File: config.mk
export PLATFORM = sky130hd
export DESIGN_NAME = wht_engine
export DESIGN_NICKNAME = d
export VERILOG_FILES = /design/src/rtl/wht_pkg.sv /design/src/rtl/wht_kernel4.sv /design/src/rtl/wht_shuffle.sv /design/src/rtl/wht_ctrl.sv /design/src/rtl/wht_engine.sv
export SDC_FILE = /design/constraint.sdc
export NUM_CORES = 1
export LEC_CHECK = 0
export BUFFER_PORTS_ARGS = -buffer_cell sky130_fd_sc_hd__buf_4
export CORE_UTILIZATION = 40
export CTS_BUF_LIST = sky130_fd_sc_hd__clkbuf_8 sky130_fd_sc_hd__clkbuf_16
export DETAILED_ROUTE_END_ITERATION = 10
export PLACE_DENSITY_LB_ADDON = 0.1
export SETUP_SLACK_MARGIN = 0.2
export SYNTH_ARGS = -nofsm -noshare
export SYNTH_HDL_FRONTEND = slang
export SYNTH_HIERARCHICAL = 1
export SYNTH_SLANG_ARGS = --single-unit
File: constraint.sdc
create_clock -name clk -period 5.8 [get_ports clk]
set_input_delay 0.87 -clock clk [delete_from_list [all_inputs] [get_ports clk]]
set_output_delay 0.87 -clock clk [all_outputs]
set_load 0.05 [all_outputs]
File: src/rtl/wht_pkg.sv
package wht_pkg;

    typedef enum logic {
        KM_QUAD = 1'b0,   // four-point transform over two index bits
        KM_PAIR = 1'b1    // two independent two-point butterflies
    } kmode_e;

    // Element index feeding kernel k, slot j. In quad mode q is unused;
    // otherwise the pass butterflies across index bit q.
    function automatic int src_index(input int k, input int j, input int q, input logic quad);
        int m;
        int lo;
        if (quad) begin
            return 4 * k + j;
        end
        m  = 2 * k + (j >> 1);
        lo = ((m >> q) << (q + 1)) | (m & ((1 << q) - 1));
        return lo | ((j & 1) << q);
    endfunction

    // Inverse of src_index: the kernel slot (4*k + j) that owns element i.
    function automatic int slot_of(input int i, input int q, input logic quad);
        int m;
        if (quad) begin
            return i;
        end
        m = ((i >> (q + 1)) << q) | (i & ((1 << q) - 1));
        return 4 * (m >> 1) + 2 * (m & 1) + ((i >> q) & 1);
    endfunction

endpackage

File: src/rtl/wht_kernel4.sv
module wht_kernel4
    import wht_pkg::*;
#(
    parameter int OW = 12
) (
    input  kmode_e              mode,
    input  logic [3:0][OW-1:0]  x,
    output logic [3:0][OW-1:0]  y
);

    logic signed [OW-1:0] sum_lo;
    logic signed [OW-1:0] dif_lo;
    logic signed [OW-1:0] sum_hi;
    logic signed [OW-1:0] dif_hi;

    always_comb begin
        sum_lo = $signed(x[0]) + $signed(x[1]);
        dif_lo = $signed(x[0]) - $signed(x[1]);
        sum_hi = $signed(x[2]) + $signed(x[3]);
        dif_hi = $signed(x[2]) - $signed(x[3]);
        if (mode == KM_QUAD) begin
            y[0] = sum_lo + sum_hi;
            y[1] = dif_lo + dif_hi;
            y[2] = sum_lo - sum_hi;
            y[3] = dif_lo - dif_hi;
        end else begin
            y[0] = sum_lo;
            y[1] = dif_lo;
            y[2] = sum_hi;
            y[3] = dif_hi;
        end
    end

endmodule

File: src/rtl/wht_shuffle.sv
module wht_shuffle
    import wht_pkg::*;
#(
    parameter int N  = 8,
    parameter int OW = 11,
    parameter int PW = 1,
    localparam int IW = $clog2(N)
) (
    input  logic [PW-1:0]        pass,
    input  logic [N-1:0][OW-1:0] cur,
    output logic [N-1:0][OW-1:0] kin,
    input  logic [N-1:0][OW-1:0] kout,
    output logic [N-1:0][OW-1:0] nxt,
    output kmode_e               mode
);

    logic quad;
    int   qbit;
    int   gi;
    int   si;

    always_comb begin
        quad = (pass == '0);
        qbit = int'(pass) + 1;
        mode = quad ? KM_QUAD : KM_PAIR;
        for (int s = 0; s < N; s++) begin
            gi     = src_index(s >> 2, s & 3, qbit, quad);
            kin[s] = cur[IW'(gi)];
        end
        for (int i = 0; i < N; i++) begin
            si     = slot_of(i, qbit, quad);
            nxt[i] = kout[IW'(si)];
        end
    end

endmodule

File: src/rtl/wht_ctrl.sv
module wht_ctrl #(
    parameter int PASSES = 2,
    localparam int PW = (PASSES > 1) ? $clog2(PASSES) : 1
) (
    input  logic          clk,
    input  logic          rst,
    input  logic          start,
    output logic          load,
    output logic          step,
    output logic          busy,
    output logic [PW-1:0] pass,
    output logic          done
);

    localparam logic [PW-1:0] LAST = PW'(PASSES - 1);

    typedef struct packed {
        logic          busy;
        logic [PW-1:0] pass;
        logic          done;
    } ctrl_s;

    ctrl_s st_d;
    ctrl_s st_q;

    always_comb begin
        st_d      = st_q;
        st_d.done = 1'b0;
        if (!st_q.busy) begin
            if (start) begin
                st_d.busy = 1'b1;
                st_d.pass = '0;
            end
        end else if (st_q.pass == LAST) begin
            st_d.busy = 1'b0;
            st_d.pass = '0;
            st_d.done = 1'b1;
        end else begin
            st_d.pass = st_q.pass + 1'b1;
        end
    end

    always_ff @(posedge clk) begin
        if (rst) begin
            st_q <= '0;
        end else begin
            st_q <= st_d;
        end
    end

    assign load = !st_q.busy && start;
    assign step = st_q.busy;
    assign busy = st_q.busy;
    assign pass = st_q.pass;
    assign done = st_q.done;

    AST_LOAD_ON_START: assert property (@(posedge clk) disable iff (rst)
        (!st_q.busy && start) |=> (st_q.busy && st_q.pass == '0));

    AST_FINISH_ON_LAST: assert property (@(posedge clk) disable iff (rst)
        (st_q.busy && st_q.pass == LAST) |=> (st_q.done && !st_q.busy));

    AST_START_IGNORED: assert property (@(posedge clk) disable iff (rst)
        (st_q.busy && st_q.pass != LAST) |=> (st_q.busy && st_q.pass == $past(st_q.pass) + 1'b1));

    AST_DONE_PULSE: assert property (@(posedge clk) disable iff (rst)
        st_q.done |=> !st_q.done);

endmodule

File: src/rtl/wht_engine.sv
module wht_engine
    import wht_pkg::*;
#(
    parameter int N     = 8,
    parameter int WIDTH = 12,
    localparam int LG   = $clog2(N),
    localparam int OW   = WIDTH + LG
) (
    input  logic             clk,
    input  logic             rst,
    input  logic             start,
    input  logic [N*WIDTH-1:0] samples_in,
    output logic             done,
    output logic [N*OW-1:0]  coefs_out
);

    localparam int PASSES = LG - 1;
    localparam int PW     = (PASSES > 1) ? $clog2(PASSES) : 1;
    localparam int NK     = N / 4;

    logic                  load;
    logic                  step;
    logic                  busy;
    logic [PW-1:0]         pass;
    kmode_e                mode;
    logic [N-1:0][OW-1:0]  data_d;
    logic [N-1:0][OW-1:0]  data_q;
    logic [N-1:0][OW-1:0]  kin;
    logic [N-1:0][OW-1:0]  kout;
    logic [N-1:0][OW-1:0]  nxt;

    wht_ctrl #(.PASSES(PASSES)) u_ctrl (
        .clk   (clk),
        .rst   (rst),
        .start (start),
        .load  (load),
        .step  (step),
        .busy  (busy),
        .pass  (pass),
        .done  (done)
    );

    wht_shuffle #(.N(N), .OW(OW), .PW(PW)) u_shuffle (
        .pass (pass),
        .cur  (data_q),
        .kin  (kin),
        .kout (kout),
        .nxt  (nxt),
        .mode (mode)
    );

    for (genvar k = 0; k < NK; k++) begin : g_kernel
        wht_kernel4 #(.OW(OW)) u_kernel (
            .mode (mode),
            .x    (kin[4*k +: 4]),
            .y    (kout[4*k +: 4])
        );
    end

    always_comb begin
        data_d = data_q;
        if (load) begin
            for (int i = 0; i < N; i++) begin
                data_d[i] = {{(OW-WIDTH){samples_in[i*WIDTH+WIDTH-1]}},
                             samples_in[i*WIDTH +: WIDTH]};
            end
        end else if (step) begin
            data_d = nxt;
        end
    end

    always_ff @(posedge clk) begin
        if (rst) begin
            data_q <= '0;
        end else begin
            data_q <= data_d;
        end
    end

    assign coefs_out = data_q;

    AST_OUT_HOLD: assert property (@(posedge clk) disable iff (rst)
        (!busy && !start) |=> $stable(coefs_out));

    AST_DONE_AFTER_BUSY: assert property (@(posedge clk) disable iff (rst)
        (busy && pass == PW'(PASSES - 1)) |=> done);

endmodule

==> run metrics <==
simple-gate share of the synthesized area between 15 and 20%; fin cells 3439; # setup viols final 0; Worst-Margin Slew 0.961 ns; pre-CTS setup slack roughly 0.16 ns; vias per cell between 5 and 6; DIE WIDTH about 230 microns; main combinational cell family by area after synthesis compound AO/OA/AOI/OAI gates; synthesized flop and latch total roughly 120; CP Data Required Time around 6.1 ns; initial core utilization 40.9%; Commonest cells post-synth inv_1 (212), ha_1 (206), nor2_1 (187); dominant synthesized flop cell dfxtp_1; largest net degree at the start of global routing 97; Ports 220; via count around 19000; Synth area leader ha_1; Worst-path clk slew about 0.060 ns; vias in the first global route between 15000 and 20000; syn_area_per_cell around 8.1 sq um; cell total after placement 3400; type of the most critical hold path flop to flop; Fmax achieved 0.183 GHz; CTS tree done; Synth Area in Compound Gates a little over a fifth; reg2reg setup slack around 0.33 ns; r2r endpoint coefs_out[43]; crit path DAT slightly below 6 ns; CP endpoint coefs_out[43]; Post-Syn Area about 21000 sq um; startpoint types flop; Yosys cell types approximately 110; Final period util between 90 and 100%; GR Overflow Total 0; dominant cells by area after synthesis ha_1 (12%), dfxtp_1 (12%), mux2_4 (7.2%); status complete, no violations; Setup WS post-layout approximately 0.33 ns; CP Launch Point u_ctrl/pass; CTS Buffer Depth 2; GRT Total Usage 26.2%; nets slightly above 3000; CTS HTree Levels 4; syn nets slightly below 3000; DRC viols 0; Critical Path End Type flop; die height 232 microns; Setup TNS 0 ns; max-capacitance violation count 0; I/O Buffers 219; critical path type flop to flop; first-pass GRT wire length roughly 110 mm; Syn Inst Count between 2000 and 3000; sequential share of the synthesized area between 10% and 20%; Post-synth EDFFs 0; XOR/XNOR Fraction of Synth Area under 10%; DRT Pass-1 Iters 5; core region area 51800 sq um; die area 53900 sq um; cts bufs inserted 17; Clock Skews 0.0124 ns; ys async rst share 0%; count leader, synth inv_1; initial DRC count ~1000; multiplexer area fraction after synthesis a little under a fifth; Tmin final approximately 5.5 ns; Synth Area in Adders between 10% and 20%; root buffer cell clkbuf_16; initial antenna violation count 0; crit-path max FO 8; Synth top area share 12.2%; Total Wirelength between 70 and 80 mm; clk_lat worst skew 0.50 ns; Slew Limit Fails 0; Synth warnings 14; Final Util 46.7%; proportion of layout cells with a drive suffix above 1 24.7%; Sink Count between 100 and 150; RSZ-0062 raised after global routing true; RR Startpoint u_ctrl/pass; Routed WL per cell 20.6 microns; Final Hold Vio Count 0; Routed Antenna Nets 0; GP Congestion roughly 0.9; Final HPWL DP between 50 and 60 mm; row count between 80 and 90; Slew headroom 35.9%; Reg2Reg Depth 20; Syn-to-layout area delta 14.1%
## what timing repair did
action / in CTS / in global routing
gates resized for setup: 8 / 83
hold buffers: 0 / 0
cloned: 0 / 0
pin swaps: 0 / 12
setup endpoints to repair: 10 / 39
buffers inserted: 4 / 2
## area by class of cell
class / instances / area, sq um
diodes: 1 / 2.50
clock buffers: 20 / 467
clock inverters: 12 / 146
fillers: 5155 / 27600
inverters: 216 / 813
multi-input cells: 2069 / 17000
flip-flops and latches: 123 / 2470
well taps: 680 / 851
repair buffers: 318 / 2440
## sequential cells by signal, indices dropped and copies added (netlist names)
| signal | count |
|---|---|
| u_ctrl/busy | 1 |
| coefs_out | 120 |
| u_ctrl/pass | 1 |
| u_ctrl/done | 1 |
## critical path: stages (launching register included)
cell and delay, ns:
dfxtp_4 0.43, buf_6 0.18, buf_4 0.18, mux2_4 0.35
ha_1 0.27, o311a_1 0.37, or4_4 0.51, nand2_1 0.10
ha_1 0.26, inv_1 0.08, nor2_1 0.05, a21o_1 0.17
maj3_2 0.34, a211o_1 0.32, o2111a_1 0.19, o41ai_4 0.33
mux2_4 0.33, a211o_1 0.33, mux2_2 0.29, mux2i_1 0.14
a211oi_1 0.09
## per-layer routing
| layer | GRT usage [%] | share of wire, % | vias up |
|---|---|---|---|
| met4 | 5.51 | 1.2 | 0 |
| met2 | 44.2 | 47 | 279 |
| met1 | 35.5 | 49 | 9347 |
| li1 | - | - | 9497 |
| met5 | 0 | 0 | - |
| met3 | 2.98 | 2.4 | 40 |
## cells in the final DEF (no fill, tap or decap), types with 16 or more instances in the layout
cell / count
buf_4: 312
inv_1: 211
ha_1: 197
nor2_1: 184
a21oi_1: 151
nor2b_1: 135
mux2i_1: 133
a211oi_1: 125
dfxtp_1: 121
xnor2_1: 121
mux2_4: 102
nand2_1: 96
o21ai_0: 96
mux2_2: 92
nor3_1: 61
xor2_1: 52
a21o_1: 32
nand2b_1: 27
nand3_1: 25
and3_1: 23
o21bai_1: 20
or3_1: 20
o21ai_1: 18
o31ai_1: 18
a211oi_2: 17
clkbuf_16: 17
a211o_1: 16
fa_1: 16
## stage by stage
step	hold WS, ns	cell area [sq um]
floorplan	0.443	21200
global placement	0.581	23100
detailed placement	0.586	23100
CTS	0.605	23800
global route	0.629	24200
finish	0.601	24200
## worst min path at each step
stage / start / endpoint / slack, ns / cells after the start
after global routing: coefs_out[29] / coefs_out[29] / 0.63 / 2
after CTS: coefs_out[14] / coefs_out[14] / 0.60 / 2
after detailed placement: coefs_out[29] / coefs_out[29] / 0.59 / 2
final: coefs_out[81] / coefs_out[81] / 0.60 / 2
after floorplan: u_ctrl/busy / u_ctrl/done / 0.44 / 2
after global placement: coefs_out[119] / coefs_out[119] / 0.58 / 2
## kinds of logic (layout without fill, tap and decap cells)
group / after synthesis / after routing
compound gates: 649 / 649
xor+xnor: 188 / 188
fa+ha+maj: 225 / 225
buf+inv: 420 / 566
flops: 123 / 123
mux: 329 / 329
other cells: 0 / 1
simple gates: 678 / 678
Power is not shown: default switching activity piles up to over one toggle a cycle in this logic, so the estimate is an artifact.
